--- src/rtl/xperm_pkg.sv ---
package xperm_pkg;
  localparam int unsigned XW   = 64;
  localparam int unsigned CW   = $clog2(XW);
  localparam int unsigned SZW  = 2;

  typedef logic [XW-1:0]  word_t;
  typedef logic [CW-1:0]  ctrl_t;
  typedef logic [SZW-1:0] width_t;

  // number of kept bits for a width code: 8 << code
  function automatic int unsigned width_bits(input width_t w);
    return 32'd8 << w;
  endfunction

  // mask of the kept low bits
  function automatic word_t keep_mask(input width_t w);
    word_t m;
    for (int i = 0; i < XW; i++) m[i] = (i < int'(width_bits(w)));
    return m;
  endfunction
endpackage

--- src/rtl/xperm_net.sv ---
module xperm_net
  import xperm_pkg::*;
(
  input  word_t src,
  input  ctrl_t ctrl,
  output word_t dst
);
  for (genvar i = 0; i < XW; i++) begin : g_bit
    localparam ctrl_t IDX = ctrl_t'(i);
    assign dst[i] = src[IDX ^ ctrl];
  end
endmodule

--- src/rtl/xperm_ext.sv ---
module xperm_ext
  import xperm_pkg::*;
(
  input  word_t  perm,
  input  width_t width,
  input  logic   sgn,
  output word_t  ext_out,
  output logic   fill_bit
);
  word_t mask;
  logic  top;

  always_comb begin
    mask = keep_mask(width);
    top  = 1'b0;
    for (int k = 0; k < (1 << SZW); k++)
      if (width == width_t'(k)) top = perm[width_bits(width_t'(k)) - 1];
    fill_bit = sgn & top;
    ext_out  = (perm & mask) | ({XW{fill_bit}} & ~mask);
  end
endmodule

--- src/rtl/xperm_unit.sv ---
module xperm_unit
  import xperm_pkg::*;
(
  input  logic        clk,
  input  logic        rst_n,
  input  logic        in_vld,
  input  logic [63:0] in_data,
  input  logic [5:0]  in_ctrl,
  input  logic [1:0]  in_width,
  input  logic        in_signed,
  output logic        res_vld,
  output logic [63:0] res_data
);
  word_t perm_w;
  word_t ext_w;
  logic  fill_w;

  xperm_net u_net (.src(in_data), .ctrl(in_ctrl), .dst(perm_w));
  xperm_ext u_ext (.perm(perm_w), .width(in_width), .sgn(in_signed),
                   .ext_out(ext_w), .fill_bit(fill_w));

  always_ff @(posedge clk or negedge rst_n) begin
    if (!rst_n) begin
      res_vld  <= 1'b0;
      res_data <= '0;
    end else begin
      res_vld <= in_vld;
      if (in_vld) res_data <= ext_w;
    end
  end

  // permuted bit 0 reads the source at index ctrl
  a_bit0_r1: assert property (@(posedge clk) disable iff (!rst_n)
    perm_w[0] == in_data[in_ctrl]);

  p_ctrl0_r2: assert property (@(posedge clk) disable iff (!rst_n)
    (in_vld && in_ctrl == 6'd0 && in_width == 2'd3) |=> res_data == $past(in_data));

  p_zero_fill_r6: assert property (@(posedge clk) disable iff (!rst_n)
    (in_vld && !in_signed && in_width == 2'd0) |=> res_data[63:8] == 56'd0);

  p_pass64_r7: assert property (@(posedge clk) disable iff (!rst_n)
    (in_vld && in_width == 2'd3) |=> res_data == $past(perm_w));

  p_sign_fill_r5: assert property (@(posedge clk) disable iff (!rst_n)
    (in_vld && in_signed && in_width == 2'd2) |=> res_data[63:32] == {32{res_data[31]}});

  p_vld_r9: assert property (@(posedge clk) disable iff (!rst_n)
    res_vld == $past(in_vld));

  p_hold_r9: assert property (@(posedge clk) disable iff (!rst_n)
    !in_vld |=> $stable(res_data));
endmodule

--- config.mk ---
export PLATFORM = sky130hd
export DESIGN_NAME = xperm_unit
export DESIGN_NICKNAME = d
export VERILOG_FILES = /design/src/rtl/xperm_pkg.sv /design/src/rtl/xperm_net.sv /design/src/rtl/xperm_ext.sv /design/src/rtl/xperm_unit.sv
export SDC_FILE = /design/constraint.sdc
export NUM_CORES = 1
export LEC_CHECK = 0
export CAP_MARGIN = 20
export CORE_UTILIZATION = 50
export DETAILED_ROUTE_END_ITERATION = 10
export DONT_BUFFER_PORTS = 1
export GPL_ROUTABILITY_DRIVEN = 0
export PLACE_DENSITY = 0.66
export SYNTH_ARGS = -nofsm -noshare
export SYNTH_HDL_FRONTEND = slang
export SYNTH_HIERARCHICAL = 1
export SYNTH_SLANG_ARGS = --single-unit
--- constraint.sdc ---
create_clock -name clk -period 1.12 [get_ports clk]
set_clock_uncertainty 0.15 [all_clocks]
set_input_delay 0.336 -clock clk [delete_from_list [all_inputs] [get_ports clk]]
set_output_delay 0.336 -clock clk [all_outputs]
set_load 0.1 [all_outputs]
==> out/qor.csv <==
stage;metric;value;unit
status;outcome;finished with violations;
status;violations;hold timing, setup timing;
critical_path;cp_num_buf_inv;2;
floorplanning;ios;141;
critical_path;endpoint_kind;register;
global_route;grt_max_degree;66;
placement;dp.final_hpwl;15300;µm
power;p_leak;4.02;nW
critical_path;crit_required;1180;ps
floorplanning;die_y;129;µm
route;drtPass1Iterations;4;
route;ant_nets;0;
synthesis;syn-cell-area;8030;µm²
critical_path;path_common_cell;mux4_2;
critical_path;r2r_cells;3;
sta;hold_viol;65;
clock_tree;cts.sink_count;65;
placement;placed_cells;758;
route;first_iter_violations;584;
critical_path;crit_arrival;3080;ps
sta;rsz0062_at_grt;yes;
finish;ff_latch_area;1870;µm²
synthesis;synth_cells;500;
critical_path;critPathMaxStageDelay;520;ps
min_path;hp-class;in2async;
floorplanning;die_area;16600;µm²
route;wl;20100;µm
floorplanning;row_count;45;
global_route;grt_antenna_before_repair;0;
global_route;grt_pass1_wl;31900;µm
finish;area_delta_synth_final;29.8;%
sta;slew_viol_final;0;
sta;worst_slew_pin_slew;461;ps
global_route;overflow;0;
finish;fill_cells;1063;
floorplanning;die_w;129;µm
route;vias;5736;
clock_tree;htreeDepth;3;
finish;final_nets;677;
synthesis;syn_avg_cell_area;16.1;µm²
sta;hold-worst-slack;-445;ps
finish;drive_gt1_share;82.6;%
power;power_density;1680;nW/µm²
synthesis;ys.warnings.count;6;
finish;multi_input_area;5880;µm²
clock_tree;cts_buffer_depth;2;
placement;numPortBuffers;0;
critical_path;cp_max_fo;64;
critical_path;regToRegSetupSlack;-160;ps
clock_tree;insertion_delay;320;ps
synthesis;synth_fp_nets;576;
sta;period_share;270;%
sta;slew_headroom;69.2;%
finish;n_antenna_cell;0;
floorplanning;core;15400;µm²
critical_path;critPathLaunchType;input port;
critical_path;setup.worst_path.class;in2reg;
clock_tree;clock-root-buffer;clkbuf_16;
route;drc;0;
floorplanning;start_util;52.1;%
sta;fin_ws;-1900;ps
clock_tree;clkSlewWorstSetupHoldPaths;50;ps
sta;period_minus_slack;3020;ps
sta;setup_viol;129;
run;cap_violations;0;
placement;place_ws;-2220;ps
finish;finalNonFillerCells;816;
route;wl_per_cell;24.6;µm
global_route;track_usage;25.6;%
critical_path;crit_path_top_delay_cell;mux4_2;
power;ir_worst_vdd;0.993;mV
critical_path;crit_chain;mux4_2 -> buf_6 -> mux4_2 -> mux4_2 -> and2b_1 -> a2bb2oi_2 -> buf_12 -> o21ai_1 -> mux2_4;
finish;layout_commonest_cell;mux4_2;
clock_tree;cts_made_buffers;9;
route;viasPerCell;7.03;
finish;mostFrequentLayoutCells;189 x mux4_2, 79 x buf_4, 66 x buf_12;
clock_tree;cts_tree;done;
critical_path;r2r_start;res_data[17];
critical_path;cp_top_family;multiplexers;
sta;max_clock_freq;331;MHz
global_route;grt_pass1_vias;5674;
critical_path;r2r_end;res_data[17];
## state kept, by name, indices dropped and copies added, names as in the netlist
signal,count
res_vld,1
res_data,64
## per-layer routing
| metal | up-vias | part of all wire, % | global-route usage (%) |
|---|---|---|---|
| li1 | 2354 | - | - |
| met1 | 2964 | 39 | 36.0 |
| met2 | 381 | 48 | 39.2 |
| met3 | 37 | 11 | 6.61 |
| met4 | 0 | 2.6 | 8.72 |
| met5 | - | 0 | 0 |
## worst max path at each step
stage,startpoint,slack (ps),depth (start not counted),endpoint
2_1_floorplan,in_ctrl[1],-2330,11,res_data[22]
3_3_place_gp,in_ctrl[1],-2190,9,res_data[33]
3_5_place_dp,in_ctrl[1],-2220,9,res_data[33]
4_1_cts,in_ctrl[1],-1840,9,res_data[63]
5_1_grt,in_ctrl[1],-1910,9,res_data[63]
6_report,in_ctrl[1],-1900,9,res_data[38]
## stage by stage
step                cell area (µm²)  hold WS (ps)  setup TNS [ps]  util (%)  total power, mW
global placement               9720          -106         -130340      63.0             13.9
finish                        10400          -445         -134810      67.6             17.5
CTS                           10300          -453         -132110      67.0             17.4
floorplan                      8330          -110         -134530         -             11.0
detailed placement             9720          -106         -132780      63.0             14.1
global route                  10400          -466         -137840      67.6             18.1
## where the power goes
part | internal [mW] | total [mW] | switching (mW)
Sequential | 3.19 | 3.80 | 0.608
Combinational | 5.13 | 10.8 | 5.68
Clock | 1.95 | 2.94 | 0.992
Total | 10.3 | 17.5 | 7.28
## layout make-up
cell class | instances | area share (%)
Multi-Input combinational cell | 362 | 56.4
Timing Repair Buffer | 161 | 20.1
Sequential cell | 65 | 17.9
Clock buffer | 13 | 2.69
Tap cell | 211 | 2.53
Clock inverter | 2 | 0.336
Inverter | 2 | 0.0720
## repair_timing
| item | CTS | global route |
|---|---|---|
| pin swaps | 8 | 5 |
| setup buffers | 30 | 11 |
| resized for setup | 13 | 6 |
| gates cloned | 2 | 0 |
| endpoints found under the hold margin | 66 | 66 |
| setup endpoints to repair | 129 | 129 |
No activity file was read; power rests on OpenSTA's default activity.
